### src/rtl/mio_spi_pkg.sv
// Shared types for the multi-lane serial flash command sequencer.
// Assumes lane counts are encoded as log2 (0 = 1 lane, 1 = 2, 2 = 4).
package mio_spi_pkg;

    localparam int LANES  = 4;
    localparam int BYTE_W = 8;

    typedef enum logic [1:0] {
        ST_IDLE,
        ST_LOAD,
        ST_SHIFT,
        ST_HOLD
    } seq_state_t;

    // Lane counts (log2) for the three groups of a command.
    typedef struct packed {
        logic [1:0] op_wl;
        logic [1:0] ad_wl;
        logic [1:0] dt_wl;
    } lane_plan_t;

    // Everything the sequencer needs to know about one byte slot.
    typedef struct packed {
        logic [1:0] wl;
        logic       drive;
        logic       from_stream;
        logic       use_mbyte;
        logic       capture;
        logic       last;
    } byte_info_t;

    // Map the lane-plan code to per-group lane counts; unknown codes fall back to one lane.
    function automatic lane_plan_t plan_for(input logic [2:0] code);
        lane_plan_t p;
        unique case (code)
            3'd1:    p = '{op_wl: 2'd0, ad_wl: 2'd0, dt_wl: 2'd1};
            3'd2:    p = '{op_wl: 2'd0, ad_wl: 2'd1, dt_wl: 2'd1};
            3'd3:    p = '{op_wl: 2'd0, ad_wl: 2'd0, dt_wl: 2'd2};
            3'd4:    p = '{op_wl: 2'd0, ad_wl: 2'd2, dt_wl: 2'd2};
            3'd5:    p = '{op_wl: 2'd2, ad_wl: 2'd2, dt_wl: 2'd2};
            default: p = '{op_wl: 2'd0, ad_wl: 2'd0, dt_wl: 2'd0};
        endcase
        return p;
    endfunction

endpackage

### src/rtl/mio_byte_classify.sv
`timescale 1ns/1ps
// Classifies one byte slot of a command by its index: which group it belongs
// to, how many lanes it uses, whether the controller drives it, where its
// outgoing value comes from, and whether it is captured as read data.
// Assumes group order instruction, address, payload, dummy, read.
module mio_byte_classify
    import mio_spi_pkg::*;
#(
    parameter int LEN_W = 8,
    parameter int IDX_W = LEN_W + 3
) (
    input  logic [IDX_W-1:0] idx,
    input  logic [LEN_W-1:0] op_len,
    input  logic [LEN_W-1:0] ad_len,
    input  logic [LEN_W-1:0] wr_len,
    input  logic [LEN_W-1:0] hz_len,
    input  logic [LEN_W-1:0] rd_len,
    input  lane_plan_t       plan,
    input  logic             mbyte_nz,
    output byte_info_t       info
);

    logic [IDX_W-1:0] end_op, end_ad, end_wr, end_hz, end_rd;

    // Running end positions of each group.
    always_comb begin
        end_op = IDX_W'(op_len);
        end_ad = end_op + IDX_W'(ad_len);
        end_wr = end_ad + IDX_W'(wr_len);
        end_hz = end_wr + IDX_W'(hz_len);
        end_rd = end_hz + IDX_W'(rd_len);
    end

    // Decode the slot attributes from the group the index falls in.
    always_comb begin
        info = '0;
        if (idx < end_op) begin
            info.wl          = plan.op_wl;
            info.drive       = 1'b1;
            info.from_stream = 1'b1;
        end else if (idx < end_wr) begin
            info.wl          = plan.ad_wl;
            info.drive       = 1'b1;
            info.from_stream = 1'b1;
        end else if (idx < end_hz) begin
            info.wl          = plan.dt_wl;
            info.use_mbyte   = mbyte_nz && (idx == end_wr);
            info.drive       = mbyte_nz && (idx == end_wr);
        end else begin
            info.wl          = plan.dt_wl;
            info.capture     = 1'b1;
        end
        info.last = (idx == end_rd - IDX_W'(1));
    end

endmodule

### src/rtl/mio_lane_mux.sv
`timescale 1ns/1ps
// Maps the head of the transmit shift register onto the active lanes and
// gathers the sampled lane bits right-aligned. The highest active lane
// carries the most significant bit. In one-lane operation data leaves on
// lane 0 and arrives on lane 1. Assumes four physical lanes.
module mio_lane_mux
    import mio_spi_pkg::*;
(
    input  logic [BYTE_W-1:0] tx_head,
    input  logic [1:0]        wl,
    input  logic              drive_en,
    input  logic [LANES-1:0]  io_in,
    output logic [LANES-1:0]  io_out,
    output logic [LANES-1:0]  io_oe,
    output logic [LANES-1:0]  rx_bits
);

    logic [LANES-1:0] window;
    logic [LANES-1:0] active;

    // Select the outgoing bit group and the active lane set for the width.
    always_comb begin
        unique case (wl)
            2'd0:    begin window = {3'b000, tx_head[7]};   active = 4'b0001; end
            2'd1:    begin window = {2'b00, tx_head[7:6]};  active = 4'b0011; end
            default: begin window = tx_head[7:4];           active = 4'b1111; end
        endcase
    end

    // Gather the incoming bits; single-lane input comes from lane 1.
    always_comb begin
        unique case (wl)
            2'd0:    rx_bits = {3'b000, io_in[1]};
            2'd1:    rx_bits = {2'b00, io_in[1:0]};
            default: rx_bits = io_in;
        endcase
    end

    for (genvar l = 0; l < LANES; l++) begin : g_lane
        assign io_out[l] = window[l] & active[l];
        assign io_oe[l]  = drive_en & active[l];
    end

endmodule

### src/rtl/mio_spi_engine.sv
`timescale 1ns/1ps
// Controller-side serial flash command sequencer (SPI mode 0, SCK = clk/2).
// Runs one command through instruction, address, payload, dummy and read
// bytes, with the per-group lane counts chosen by a lane-plan code.
// Assumes wr_data is a show-ahead stream that advances on tx_pop, and that
// external pads combine io_out/io_oe/io_in.
module mio_spi_engine
    import mio_spi_pkg::*;
#(
    parameter int LEN_W = 8
) (
    input  logic              clk,
    input  logic              rst_n,
    input  logic              start,
    input  logic [2:0]        mode,
    input  logic [LEN_W-1:0]  op_len,
    input  logic [LEN_W-1:0]  ad_len,
    input  logic [LEN_W-1:0]  wr_len,
    input  logic [LEN_W-1:0]  hz_len,
    input  logic [LEN_W-1:0]  rd_len,
    input  logic [7:0]        mode_byte,
    input  logic [7:0]        wr_data,
    output logic              tx_pop,
    output logic [7:0]        rd_data,
    output logic              rd_valid,
    output logic              busy,
    output logic              sck,
    output logic              cs_n,
    output logic [3:0]        io_out,
    output logic [3:0]        io_oe,
    input  logic [3:0]        io_in
);

    localparam int IDX_W = LEN_W + 3;

    seq_state_t       st;
    logic             half;
    logic [IDX_W-1:0] bidx;
    logic [2:0]       step;
    logic [BYTE_W-1:0] tx_sh, rx_sh, rx_next, load_byte;
    logic [2:0]       mode_q;
    logic [LEN_W-1:0] op_q, ad_q, wr_q, hz_q, rd_q;
    logic [7:0]       mbyte_q;
    logic [1:0]       cur_wl;
    logic             cur_drive, cur_capture, cur_last;
    logic [IDX_W-1:0] lidx;
    logic [2:0]       steps_m1;
    logic             last_step, boundary, cmd_empty;
    logic [LANES-1:0] rx_bits;
    lane_plan_t       plan;
    byte_info_t       info;

    // Decode of the byte slot about to be loaded (first slot, or the next one).
    assign plan      = plan_for(mode_q);
    assign lidx      = (st == ST_LOAD) ? '0 : bidx + IDX_W'(1);
    assign steps_m1  = 3'd7 >> cur_wl;
    assign last_step = (step == steps_m1);
    assign boundary  = (st == ST_SHIFT) && half && last_step && !cur_last;
    assign cmd_empty = ~|{op_len, ad_len, wr_len, hz_len, rd_len};
    assign load_byte = info.use_mbyte ? mbyte_q : (info.from_stream ? wr_data : 8'h00);
    assign tx_pop    = ((st == ST_LOAD) || boundary) && info.from_stream;
    assign busy      = (st != ST_IDLE);

    mio_byte_classify #(.LEN_W(LEN_W), .IDX_W(IDX_W)) u_classify (
        .idx      (lidx),
        .op_len   (op_q),
        .ad_len   (ad_q),
        .wr_len   (wr_q),
        .hz_len   (hz_q),
        .rd_len   (rd_q),
        .plan     (plan),
        .mbyte_nz (mbyte_q != 8'h00),
        .info     (info)
    );

    mio_lane_mux u_lanes (
        .tx_head  (tx_sh),
        .wl       (cur_wl),
        .drive_en ((st == ST_SHIFT) && cur_drive),
        .io_in    (io_in),
        .io_out   (io_out),
        .io_oe    (io_oe),
        .rx_bits  (rx_bits)
    );

    // Shift the sampled lane bits into the receive byte, MSB first.
    always_comb begin
        unique case (cur_wl)
            2'd0:    rx_next = {rx_sh[6:0], rx_bits[0]};
            2'd1:    rx_next = {rx_sh[5:0], rx_bits[1:0]};
            default: rx_next = {rx_sh[3:0], rx_bits[3:0]};
        endcase
    end

    // Command sequencer: framing, SCK generation, byte and step counting.
    always_ff @(posedge clk) begin
        if (!rst_n) begin
            st          <= ST_IDLE;
            half        <= 1'b0;
            bidx        <= '0;
            step        <= '0;
            tx_sh       <= '0;
            rx_sh       <= '0;
            sck         <= 1'b0;
            cs_n        <= 1'b1;
            rd_valid    <= 1'b0;
            rd_data     <= '0;
            mode_q      <= '0;
            op_q        <= '0;
            ad_q        <= '0;
            wr_q        <= '0;
            hz_q        <= '0;
            rd_q        <= '0;
            mbyte_q     <= '0;
            cur_wl      <= '0;
            cur_drive   <= 1'b0;
            cur_capture <= 1'b0;
            cur_last    <= 1'b0;
        end else begin
            rd_valid <= 1'b0;
            unique case (st)
                ST_IDLE: begin
                    if (start && !cmd_empty) begin
                        mode_q  <= mode;
                        op_q    <= op_len;
                        ad_q    <= ad_len;
                        wr_q    <= wr_len;
                        hz_q    <= hz_len;
                        rd_q    <= rd_len;
                        mbyte_q <= mode_byte;
                        st      <= ST_LOAD;
                    end
                end
                ST_LOAD: begin
                    cs_n        <= 1'b0;
                    bidx        <= lidx;
                    step        <= '0;
                    half        <= 1'b0;
                    tx_sh       <= load_byte;
                    cur_wl      <= info.wl;
                    cur_drive   <= info.drive;
                    cur_capture <= info.capture;
                    cur_last    <= info.last;
                    st          <= ST_SHIFT;
                end
                ST_SHIFT: begin
                    if (!half) begin
                        sck   <= 1'b1;
                        half  <= 1'b1;
                        rx_sh <= rx_next;
                        if (last_step && cur_capture) begin
                            rd_data  <= rx_next;
                            rd_valid <= 1'b1;
                        end
                    end else begin
                        sck  <= 1'b0;
                        half <= 1'b0;
                        if (!last_step) begin
                            step <= step + 3'd1;
                            unique case (cur_wl)
                                2'd0:    tx_sh <= tx_sh << 1;
                                2'd1:    tx_sh <= tx_sh << 2;
                                default: tx_sh <= tx_sh << 4;
                            endcase
                        end else if (cur_last) begin
                            st <= ST_HOLD;
                        end else begin
                            bidx        <= lidx;
                            step        <= '0;
                            tx_sh       <= load_byte;
                            cur_wl      <= info.wl;
                            cur_drive   <= info.drive;
                            cur_capture <= info.capture;
                            cur_last    <= info.last;
                        end
                    end
                end
                ST_HOLD: begin
                    cs_n <= 1'b1;
                    st   <= ST_IDLE;
                end
                default: st <= ST_IDLE;
            endcase
        end
    end

    AST_CS_IDLE_QUIET: assert property (@(posedge clk) disable iff (!rst_n) cs_n |-> (!sck && io_oe == 4'b0000)) else $error("bus active while deselected");
    AST_CS_RELEASE_LOW_SCK: assert property (@(posedge clk) disable iff (!rst_n) $rose(cs_n) |-> (!sck && $past(!sck))) else $error("chip select released near high SCK");
    AST_BUSY_COVERS_CS: assert property (@(posedge clk) disable iff (!rst_n) !cs_n |-> busy) else $error("chip select low while idle");
    AST_START_IGNORED: assert property (@(posedge clk) disable iff (!rst_n) (busy && start) |=> ($stable(mode_q) && $stable(op_q) && $stable(rd_q) && $stable(hz_q))) else $error("settings changed while busy");
    AST_RX_NOT_DRIVEN: assert property (@(posedge clk) disable iff (!rst_n) rd_valid |-> (io_oe == 4'b0000)) else $error("lane driven while receiving");
    AST_RD_SINGLE_PULSE: assert property (@(posedge clk) disable iff (!rst_n) rd_valid |=> !rd_valid) else $error("read strobe longer than one cycle");
    AST_POP_WHEN_BUSY: assert property (@(posedge clk) disable iff (!rst_n) tx_pop |-> busy) else $error("stream popped while idle");

endmodule

### config.mk
export PLATFORM = sky130hd
export DESIGN_NAME = mio_spi_engine
export DESIGN_NICKNAME = d
export VERILOG_FILES = /design/src/rtl/mio_spi_pkg.sv /design/src/rtl/mio_byte_classify.sv /design/src/rtl/mio_lane_mux.sv /design/src/rtl/mio_spi_engine.sv
export SDC_FILE = /design/constraint.sdc
export NUM_CORES = 1
export LEC_CHECK = 0
export ABC_AREA = 1
export CAP_MARGIN = 10
export CORE_UTILIZATION = 57
export DETAILED_ROUTE_END_ITERATION = 8
export PLACE_DENSITY_LB_ADDON = 0.15
export SYNTH_ARGS = -nofsm -noshare
export SYNTH_HDL_FRONTEND = slang
export SYNTH_SLANG_ARGS = --single-unit
### constraint.sdc
create_clock -name clk -period 5.25 [get_ports clk]
set_input_delay 0.525 -clock clk [delete_from_list [all_inputs] [get_ports clk]]
set_output_delay 0.525 -clock clk [all_outputs]
set_load 0.1 [all_outputs]
# Word level (Yosys, flattened, before mapping)
# Index checks and enable logic that the tools add are counted.
dict set report classes {
  addsub 7
  magnitude_cmp 3
  n_eq_ne 18
  n_shift 1
  n_mux 53
  bitwise 11
  reduce_logical 25
}
# operator n
set op_table {}
lappend op_table {{8-bit case mux with 2 select lines} 3}
lappend op_table {{11-bit two-way mux} 4}
lappend op_table {{8-bit two-way mux} 5}
lappend op_table {{40-bit OR reduction} 1}
lappend op_table {{11-bit by 8-bit adder with 11-bit output} 3}
lappend op_table {{6-bit case mux with 5 select lines} 1}
lappend op_table {{4-bit case mux with 2 select lines} 3}
lappend op_table {{11-bit == test} 2}
lappend op_table {{11-bit < comparator} 2}
lappend op_table {{11-bit case mux with 2 select lines} 1}
lappend op_table {{2-bit two-way mux} 9}
lappend op_table {{1-bit two-way mux} 14}
lappend op_table {{3-bit two-way mux} 4}
lappend op_table {{11-bit by 1-bit adder with 11-bit output, second input constant} 1}
lappend op_table {{11-bit by 8-bit < comparator with 1-bit output} 1}
lappend op_table {{11-bit by 1-bit subtractor with 11-bit output, second input constant} 1}
lappend op_table {{2-bit != test, second input constant} 5}
lappend op_table {{1-bit case mux with 2 select lines} 5}
lappend op_table {{8-bit by 8-bit adder with 9-bit output} 1}
lappend op_table {{3-bit AND reduction} 3}
lappend op_table {{1-bit bitwise AND} 8}
lappend op_table {{1-bit logical AND} 8}
lappend op_table {{2-bit case mux with 4 select lines} 1}
lappend op_table {{4-bit AND reduction} 2}
lappend op_table {{other kinds (20)} 30}
dict set report word_totals {
  register_bits 99
  in_bits 66
  out_inout_bits 21
  wordCells 139
}

# Longest topological paths before layout
# Gate-level depths: netlist of run 1.
dict set report logic_depth {
  ltp_word 13
  mapped_depth 32
  ltp_nobuf 32
}

# Modules after synthesis
# Synthesis of run 1 repeated with hierarchy kept, for this count alone.
dict set report hier_totals {
  hier_cells 1190
  hier_area_um2 7603.5
}
# mod n_inst cells_per_inst area_each_um2 seq_area_each_um2
set by_module_without_submodules {}
lappend by_module_without_submodules {mio_spi_engine 1 726 4765.8 1981.9}
lappend by_module_without_submodules {mio_byte_classify 1 435 2696.3 0.0}
lappend by_module_without_submodules {mio_lane_mux 1 29 141.4 0.0}

# Least setup slack after synthesis of run 1
# OpenSTA, ideal clock, no wires.
dict set report synth_timing {
  path_kind {flip-flop to output port}
  from {register op_q[0]}
  to {output port tx_pop}
  t_arrival_ns 4.562
  t_required_ns 4.725
  slack_ns 0.163
  stages_incl_launch_ff 27
  path_buffers 0
  cell_sequence {dfxtp_1 ha_1 inv_1 fa_1 nand3b_1 nand2_1 a31oi_1 xnor2_1 ha_1 nand2_1 inv_1 nand2_1 nand2_1 a21oi_1 nand2_1 nand2_1 inv_1 ha_1 nand2_1 inv_1 nand2_2 clkinv_1 nand2_1 nand2_2 nand2_4 clkinv_2 a21oi_1}
}
dict set report synth_via {
  elab_chain_len 6
  elab_cells_between_ends 7
  cone_classes {add/sub (2); order compare (2); mux (2); reduce/logical (1)}
}
# item line
set synth_rtl {}
lappend synth_rtl {{start, declared} mio_spi_engine.sv:42} ;# logic [LEN_W-1:0] op_q, ad_q, wr_q, hz_q, rd_q;
lappend synth_rtl {{start signal, assigned} mio_spi_engine.sv:125} ;# op_q <= op_len;
lappend synth_rtl {{8-bit by 8-bit adder with 9-bit output} mio_byte_classify.sv:28} ;# end_ad = end_op + IDX_W'(ad_len);
lappend synth_rtl {{11-bit by 8-bit adder with 11-bit output} mio_byte_classify.sv:29} ;# end_wr = end_ad + IDX_W'(wr_len);
lappend synth_rtl {{11-bit < comparator} mio_byte_classify.sv:41} ;# end else if (idx < end_wr) begin
lappend synth_rtl {{1-bit two-way mux} mio_byte_classify.sv:41}
lappend synth_rtl {{4-bit two-way mux *} mio_byte_classify.sv:37} ;# if (idx < end_op) begin
lappend synth_rtl {{1-bit logical AND *} mio_spi_engine.sv:61} ;# assign tx_pop = ((st == ST_LOAD) || boundary) && info.from_stream;
lappend synth_rtl {{end, declared} mio_spi_engine.sv:23} ;# output logic tx_pop,
# Mark *: on every way between the ends. The rest lies on a longest branch, timed or not.

# Final worst setup path of run 1
dict set report layout_timing {
  from {register ad_q[2]}
  to {output port tx_pop}
}
dict set report layout_via {
  elab_chain_len 6
}
# item line
set layout_rtl {}
lappend layout_rtl {{start, declared} mio_spi_engine.sv:42}
lappend layout_rtl {{start signal, assigned} mio_spi_engine.sv:126} ;# ad_q <= ad_len;
lappend layout_rtl {{8-bit by 8-bit adder with 9-bit output} mio_byte_classify.sv:28}
lappend layout_rtl {{11-bit by 8-bit adder with 11-bit output} mio_byte_classify.sv:29}
lappend layout_rtl {{11-bit < comparator} mio_byte_classify.sv:41}
lappend layout_rtl {{1-bit two-way mux} mio_byte_classify.sv:41}
lappend layout_rtl {{4-bit two-way mux} mio_byte_classify.sv:37}
lappend layout_rtl {{1-bit logical AND} mio_spi_engine.sv:61}
# Every way passes these cells.

==> summary.md, run 1 <==
| Metric | Value |
|---|---|
| CTS HTree Levels | 3 |
| Reg2reg start | ad_q[2] |
| Post-Synth XOR/XNOR Area | under 10% |
| Rel. slew slack | 23.1% |
| Number of stages on the worst setup path | 26 |
| Buf+Inv Stages, Crit Path | 5 |
| # clock sinks | 99 |
| CP Launch Type | flip-flop |
| Synth cell types | 46 |
| Finished Layout Cells | 1,204 |
| Max incr delay on CP | 340 ps |
| Skew final | around 9.1 ps |
| Primary FF master, synth | dfxtp_1 |
| Avg Cell Area, Syn | 6.95 sq um |
| Net count after synthesis | 1,126 |
| R2R Setup Slk | 360 ps |
| Top cells by area, synth | dfxtp_1, ha_1, a21oi_1 |
| Initial DRC Count | 522 |
| Beginning of the worst hold path | ad_q[5] |
| Worst path arrival time | around 4400 ps |
| IO buf count | 86 |
| Pre-CTS setup slack | 281 ps |
| Async SR Flop Fraction | 0% |
| Number of remaining DRC errors | 1 |
| Slew Limit Fails | 0 |
| Antenna Nets Post-Route | 0 |
| Placed cell areas | between 7000 and 8000 sq um |
| Maximum clock path buffer count | 2 |
| Sequential area share after synthesis | 28.9% |
| Post-Syn Area | 6850 sq um |
| Wire per inst | 14.4 microns |
| Period minus WS final | 4950 ps |
| Final setup violating endpoints | 0 |
| Vias in the first global route | ~6,400 |
| Final WS setup | 301 ps |
| Vias per inst | 5.43 |
| Largest net degree at the start of global routing | 103 |
| Die ar. | 12,500 sq um |
| Worst reg-to-reg path cell count | 31 |
| WHS | 454 ps |
| All-layer global routing usage | just under 30% |
| Final std cell area, no fill | 8250 sq um |
| Drt pass-1 iters | 7 |
| CP max-delay cell | dfxtp_1 |
| Area Overhead vs Synth | 20.4% |
| Nets | 1,197 |
| Hold Crit Endpoint | ad_q[5] |
| Compound-cell area share of the yosys netlist | 20.8% |
| WP data required | 4720 ps |
| HPWL Detailed | 12.8 mm |
| R2r endpoint | cur_last |
| Fmax achieved | roughly 200 MHz |
| Core ar. | 11,600 sq um |
| Post-synthesis cell count | 985 |
| Adder-cell area share of the yosys netlist | 14.1% |
| Failing checks | design-rule violations |
| Post-synth top area share | 28.9% |
| Initial antenna violation count | 0 |
| Skew-Pair Late Insertion Delay | around 370 ps |
| Mux contribution to synthesized area | 0% |
| Clk root buf | clkbuf_16 |
| Initial Utilization | 59.2% |
| Worst hold path type | flip-flop to flip-flop |
| Largest family of logic cells by synthesized area | compound AO/OA/AOI/OAI gates |
| Crit share post-route | 94.3% |
| Number of buffers created by CTS | 9 |
| Hold Crit Depth | 2 |
| Outcome | complete, but fails checks |
| N_diodes | 0 |
| Synth warn | 0 |
| GRT overflow | 0 |
| Most used cell, CP | nand2_1 |
| Synth area leader | dfxtp_1 |
| CTS tree | built |
| Vias | 6,536 |
| Die Ht | 112 microns |
| Die W | between 100 and 150 microns |
| Post-synth EDFFs | 0 |
| Io pins | between 80 and 90 |
| CP delay by family, top | simple AND/OR/NAND/NOR gates |
| Slew at the pin with the worst max-slew slack | 1150 ps |
| Final hold vios | 0 |
| Maxcap violations | 0 |
| Crit path kind | flip-flop to output pin |
| Total wire length | 17.3 mm |
| Crit Path Max Fanout | 9 |
| Placed cell count | 1,184 |
| Rows | 39 |
| Layout cells sized above 1 | ~6.3% |
| First-pass GRT wire length | around 29 mm |
| Endpoint class of the critical path | output pin |
| Simple-Gate Fraction of Synth Area | about a fifth |
| Synthesis-stage register bit count | 99 |
| CTS clk-pin slew, worst paths | 80 ps |
| Routability cong. | 0.913 |
-- worst register-to-register path, delay by kind of cell, from the launching register on --
kind	cells	cell delay, ps
compound gates	5	790
xor+xnor	4	710
fa+ha+maj	4	1290
buf+inv	2	120
flops	1	340
simple gates	16	1600
-- layout by cell type, fill, tap and decap left out, types with 3 or more instances in the layout --
cell,n
o22ai_1,5
a31oi_1,3
nand3_1,46
fa_1,3
o21ai_1,3
xor2_1,22
nand4_1,5
a21oi_1,139
ha_1,67
nand2_2,5
o211ai_1,4
nand2_1,169
nor3_1,10
inv_2,4
xnor2_1,12
nor3_2,4
clkinv_8,3
o21bai_1,9
ha_4,4
nor2_1,35
clkdlybuf4s50_1,84
buf_4,7
nor4_1,14
xor2_2,3
o21ai_0,92
inv_1,163
a21oi_2,4
clkbuf_16,9
dfxtp_1,97
-- cell families after synthesis --
group                      after synthesis
and+or+nand+nor                        304
AOI/OAI and AO/OA                      269
buffers and inverters                  201
DFF                                     99
adders and majority gates               75
xor gates and xnor gates                37
-- through the flow --
stage	util, %	TNS, ps
2_1_floorplan	-	0
3_3_place_gp	67.3	0
3_5_place_dp	67.3	0
4_1_cts	70.1	0
5_1_grt	71.3	-119
6_report	71.3	0
-- final cells by class --
class / count / area (sq um)
multi-input combinational: 685 / 4220
fill: 986 / 3320
sequential: 99 / 1980
timing repair buffer: 92 / 898
inverter: 169 / 636
clock buffer: 9 / 225
tap: 143 / 179
clock inverter: 7 / 109
-- flip-flops by register name (all words and copies together), names as in the netlist, 7 cells and up --
name / count
op_q: 8
bidx: 11
mbyte_q: 8
ad_q: 8
tx_sh: 8
rd_data: 8
hz_q: 8
rx_sh: 7
rd_q: 8
wr_q: 8
-- cells in the mapped netlist, types with 2 or more instances --
master and n:
buf_4 2, nand2_1 171, dfxtp_1 99, nand2_2 3, ha_1 71, nor3_2 3
nand4_2 2, nor2_1 35, a21oi_1 142, nor4_1 15, o21bai_1 9, buf_1 2
xnor2_1 12, o21ai_0 94, o22ai_1 5, inv_1 164, a31o_2 2, a31oi_1 3
nand3_2 2, o211ai_1 4, a221oi_1 2, nor2_4 2, inv_2 3, nor3_1 11
nand3_1 47, buf_2 3, clkbuf_1 25, nand4_1 5, or2_1 2, nor2_2 2
xor2_1 25, fa_1 4
-- how the worst max path moves through the flow --
stage               startpoint       end  slack, ps
floorplan              op_q[0]    tx_pop        160
global placement       op_q[0]  cur_last        440
detailed placement     op_q[0]  cur_last        280
global route           op_q[0]  cur_last       -120
CTS                    op_q[0]  cur_last        170
finish                 ad_q[2]    tx_pop        300
-- layer usage --
metal | track usage [%] | wire length (microns) | vias to the layer above
li1 | - | - | 3409
met1 | 37.3 | 8170 | 2924
met2 | 48.7 | 7900 | 179
met5 | 0 | 0 | -
met4 | 8.83 | 279 | 0
met3 | 5.99 | 975 | 24
-- timing repair --
| action | 4_1_cts | 5_1_grt |
|---|---|---|
| resized for setup | 0 | 20 |
| endpoints found under the setup margin | 0 | 4 |
| hold buffers | 0 | 0 |
| buffers inserted | 0 | 4 |
Power of run 1 is not shown: default switching activity piles up to over one toggle a cycle in this logic, so the estimate is an artifact.
==> run 2: changes to the inputs <==
CORE_ASPECT_RATIO = 0.5   (was unset)
SLEW_MARGIN = 20   (was unset)
==> run 2 against run 1 <==
Global-route usage rose by 1.5 points. Worst setup slack got worse by 100 ps. Non-clock buffer count stayed put. Critical path type is now flip-flop to flip-flop. Highest routed layer unchanged. Sequential share of layout area is essentially flat. The flow now finishes without violations. Worst hold slack worse by 3.1 ps. Design area down 0.18%.
==> summary.md, run 2 (synthesized netlist as in run 1, its figures left out) <==
| Metric | Value |
|---|---|
| Outcome | finished clean |
| R2R Setup Slk | just under 200 ps |
| Die W | 157 microns |
| Clk root buf | clkbuf_16 |
| First-pass GRT wire length | 29.7 mm |
| Initial Utilization | 60.3% |
| Layout cells sized above 1 | 6.60% |
| CTS tree | built |
| Most frequent cells in the layout | nand2_1, inv_1, a21oi_1 |
| HPWL Detailed | 13.8 mm |
| Worst reg-to-reg path cell count | 27 |
| Hold Crit Depth | 2 |
| Final hold vios | 0 |
| Antenna Nets Post-Route | 0 |
| Rel. slew slack | around 33% |
| IO buf count | 86 |
| Slew Limit Fails | 0 |
| WP data required | 5530 ps |
| CP Launch Type | flip-flop |
| Endpoint class of the critical path | flip-flop |
| Crit path kind | flip-flop to flip-flop |
| Nets | 1,197 |
| N_diodes | 0 |
| GRT overflow | 0 |
| Io pins | between 80 and 90 |
| # clock sinks | 99 |
| Reg2reg start | op_q[0] |
| Pre-CTS setup slack | 162 ps |
| Beginning of the worst hold path | ad_q[0] |
| Number of remaining DRC errors | 0 |
| Wire per inst | 15.1 microns |
| WHS | 450 ps |
| All-layer global routing usage | a little under a third |
| Die ar. | 12,500 sq um |
| Skew final | about 10 ps |
| Initial antenna violation count | 0 |
| Worst hold path type | flip-flop to flip-flop |
| Number of buffers created by CTS | 9 |
| Commonest non-fill, non-tap cell in the layout | nand2_1 |
| Core ar. | approximately 11,000 sq um |
| Vias per inst | 5.52 |
| Largest net degree at the start of global routing | 103 |
| Hold Crit Endpoint | ad_q[0] |
| Initial DRC Count | approximately 510 |
| Worst path arrival time | 5330 ps |
| Rows | 27 |
| Crit share post-route | 96.2% |
| Fmax achieved | 198 MHz |
| Period minus WS final | 5050 ps |
| Flip-flop count of the largest register after layout | 11 |
| Maximum clock path buffer count | 2 |
| Maxcap violations | 0 |
| Largest Register | bidx |
| CP Launch Point | op_q[0] |
| Die Ht | 79.5 microns |
| Area Overhead vs Synth | 20.2% |
| Total wire length | 18.4 mm |
| Vias | 6,740 |
| Drt pass-1 iters | 5 |
| CTS clk-pin slew, worst paths | roughly 80 ps |
| Final Util | 72.5% |
| Slew at the pin with the worst max-slew slack | 998 ps |
| Crit Path Max Fanout | 5 |
| Final setup violating endpoints | 0 |
| R2r endpoint | cur_last |
| Vias in the first global route | 6,133 |
| Final WS setup | a little under 200 ps |
| CTS Hold Buffers Added | 0 |
| CTS HTree Levels | 3 |
| Routability cong. | 0.868 |
| Skew-Pair Late Insertion Delay | 350 ps |
[run 2: stage by stage]
stage	instance area (sq um)	cells	TNS [ps]
6_report	8230	1220	0
5_1_grt	8230	1220	-141
4_1_cts	8090	1217	0
3_5_place_dp	7800	1201	0
3_3_place_gp	7800	1201	0
2_1_floorplan	6850	985	0
[run 2: area by class of cell]
type,instances,area (sq um)
Clock inverter,3,21.3
Clock buffer,13,260
Sequential cell,99,1980
Inverter,169,636
Fill cell,977,3120
Tap cell,159,199
Timing Repair Buffer,92,902
Multi-Input combinational cell,685,4230
[run 2: routing by layer]
metal	track usage, %	routed length, microns	up-vias
met5	0	0	-
met4	5.63	211	0
met3	5.86	1150	20
met2	49.9	8110	201
met1	41.8	8940	3125
li1	-	-	3394
[run 2: worst max-delay path: stages (launching register included)]
cell	delay, ps
dfxtp_1	350
ha_1	170
inv_1	60
fa_2	520
inv_1	70
fa_2	390
xor2_2	170
ha_1	340
a21oi_1	170
nand2_1	120
a21oi_1	210
nor2_1	100
nor2_2	140
xor2_2	220
ha_1	270
inv_1	60
ha_1	280
a21oi_1	150
o21ai_0	150
a21oi_2	180
nor2_1	60
nor2_1	90
nor2_1	40
nor2_1	100
xor2_1	190
xor2_1	150
nand3_1	90
a21oi_1	120
[run 2: worst max path at each step]
| stage | to | slack [ps] | cells after the start |
|---|---|---|---|
| finish | cur_last | 200 | 27 |
| global route | cur_last | -110 | 28 |
| CTS | cur_last | 110 | 29 |
| detailed placement | cur_last | 160 | 27 |
| global placement | cur_last | 330 | 29 |
| floorplan | tx_pop | 160 | 26 |
[run 2: repair_timing]
item,in CTS,in global routing
resized for setup,0,24
setup endpoints to repair,0,8
buffers inserted,0,3
Power of run 2 is left out for the same reason.
==> run 3: changes to the inputs <==
--- a/config.mk
+++ b/config.mk
@@ -10,3 +10,3 @@
 export CORE_ASPECT_RATIO = 0.5
-export CORE_UTILIZATION = 57
+export CORE_UTILIZATION = 51
 export DETAILED_ROUTE_END_ITERATION = 8
==> constraint.sdc (replaced) <==
create_clock -name clk -period 4.2 [get_ports clk]
set_input_delay 0.63 -clock clk [delete_from_list [all_inputs] [get_ports clk]]
set_output_delay 0.63 -clock clk [all_outputs]
set_load 0.1 [all_outputs]
==> run 3 against run 2 <==
Worst setup slack got worse by 700 ps. Critical path depth is 3 higher. Critical path type unchanged. Via count up 6.7%. Core utilization up 0.17 points. The run now ends with design-rule violations, negative setup slack left. Register-to-register slack worse by 700 ps. Largest cell class unchanged.
==> summary.md, run 3 (synthesized netlist as in run 1, its figures left out) <==
| Metric | Value |
|---|---|
| Final setup violating endpoints | 12 |
| CTS clk-pin slew, worst paths | 80 ps |
| Reg2reg start | op_q[0] |
| # fillers | around 1,000 |
| RSZ-0062 raised after global routing | true |
| Total wire length | 20.8 mm |
| Skew final | approximately 12 ps |
| Slew at the pin with the worst max-slew slack | around 990 ps |
| Antenna Nets Post-Route | 0 |
| Largest net degree at the start of global routing | 80 |
| Register area | around 2000 sq um |
| Maxcap violations | 0 |
| Clk root buf | clkbuf_16 |
| Initial antenna violation count | 0 |
| Flip-flop count of the largest register after layout | 11 |
| Die ar. | between 10,000 and 15,000 sq um |
| N_diodes | 0 |
| Area Overhead vs Synth | 36.7% |
| Placed cell areas | between 8000 and 9000 sq um |
| Slew Limit Fails | 0 |
| Vias in the first global route | just under 7,000 |
| IO buf count | 86 |
| Rows | 29 |
| CTS Hold Buffers Added | 0 |
| Layout cells sized above 1 | 20.1% |
| Number of remaining DRC errors | 2 |
| CTS tree | built |
| # clock sinks | 99 |
| Nets | 1,277 |
| First-pass GRT wire length | around 33 mm |
| Maximum clock path buffer count | 2 |
| Most frequent cells in the layout | inv_1, nand2_1, a21oi_1 |
| Pre-CTS setup slack | -604 ps |
| Outcome | complete, but fails checks |
| Routability cong. | 0.914 |
| Final std cell area, no fill | 9360 sq um |
| Initial DRC Count | 538 |
| Io pins | 87 |
| Worst path arrival time | 4990 ps |
| GRT overflow | 0 |
| Endpoint class of the critical path | flip-flop |
| Commonest non-fill, non-tap cell in the layout | inv_1 |
| Most used cell, CP | nand2_1 |
| Max incr delay on CP | about 360 ps |
| Finished Layout Cells | approximately 1,300 |
| Crit share post-route | 112% |
| CP Launch Point | op_q[0] |
| Die W | roughly 170 microns |
| Drt pass-1 iters | 7 |
| Initial Utilization | 53.2% |
| Buf+Inv Stages, Crit Path | 5 |
| Rel. slew slack | around a third |
| CP Launch Type | flip-flop |
| Placed cell count | between 1,000 and 1,500 |
| All-layer global routing usage | 29.9% |
| Worst hold path type | flip-flop to flip-flop |
| R2R Setup Slk | -510 ps |
| Vias per inst | 5.48 |
| Skew-Pair Late Insertion Delay | 360 ps |
| Beginning of the worst hold path | ad_q[4] |
| CP delay by family, top | simple AND/OR/NAND/NOR gates |
| Number of buffers created by CTS | 9 |
| Final hold vios | 0 |
| Failing checks | design-rule violations, negative setup slack |
| CP max-delay cell | dfxtp_2 |
| Core ar. | around 13,000 sq um |
| Vias | 7,189 |
| WP data required | 4490 ps |
| Crit Path Max Fanout | 4 |
| Wire per inst | 15.9 microns |
| Area of the multi-input gates | 4690 sq um |
| Crit path kind | flip-flop to flip-flop |
| Die Ht | 83.9 microns |
| Period minus WS final | 4710 ps |
| HPWL Detailed | 15.0 mm |
| Fmax achieved | 212 MHz |
| CTS HTree Levels | 3 |
| Final WS setup | -507 ps |
| Setup TNS | -5080 ps |
| Largest Register | bidx |
run 3: through the flow:
stage	hold WS [ps]	utilization, %
after floorplan	427	-
after global placement	442	65.4
after detailed placement	442	65.4
after CTS	454	70.7
after global routing	479	72.7
final	453	72.7
run 3: tightest hold or removal path: cells and delay by family (launching register included):
| family | cells | cell delay, ps |
|---|---|---|
| DFF | 1 | 320 |
| buffers and inverters | 1 | 50 |
| AOI/OAI and AO/OA | 1 | 50 |
run 3: path summary, 6_finish.rpt:
kind | endpoint | cells after the start
min reg2reg | ad_q[4] | 2
max | cur_last | 30
min | ad_q[4] | 2
max reg2reg | cur_last | 30
run 3: per-layer routing:
| metal | up-vias | share of wire [%] | track usage, % |
|---|---|---|---|
| met5 | - | 0 | 0 |
| met4 | 0 | 1.5 | 6.80 |
| met3 | 29 | 6.0 | 5.93 |
| met2 | 228 | 45 | 50.1 |
| met1 | 3372 | 47 | 39.9 |
| li1 | 3560 | - | - |
run 3: cell type report:
type	count	share of cell area [%]
multi-input combinational	685	50.1
sequential	99	21.2
timing repair buffer	172	16.4
inverter	169	6.86
clock buffer	9	2.41
tap	170	2.27
clock inverter	7	0.748
run 3: repair_timing:
item	CTS	global route
resized for setup	54	50
buffers inserted	10	8
endpoints found under the setup margin	12	14
pin swaps	31	45
Power of run 3 is left out for the same reason.
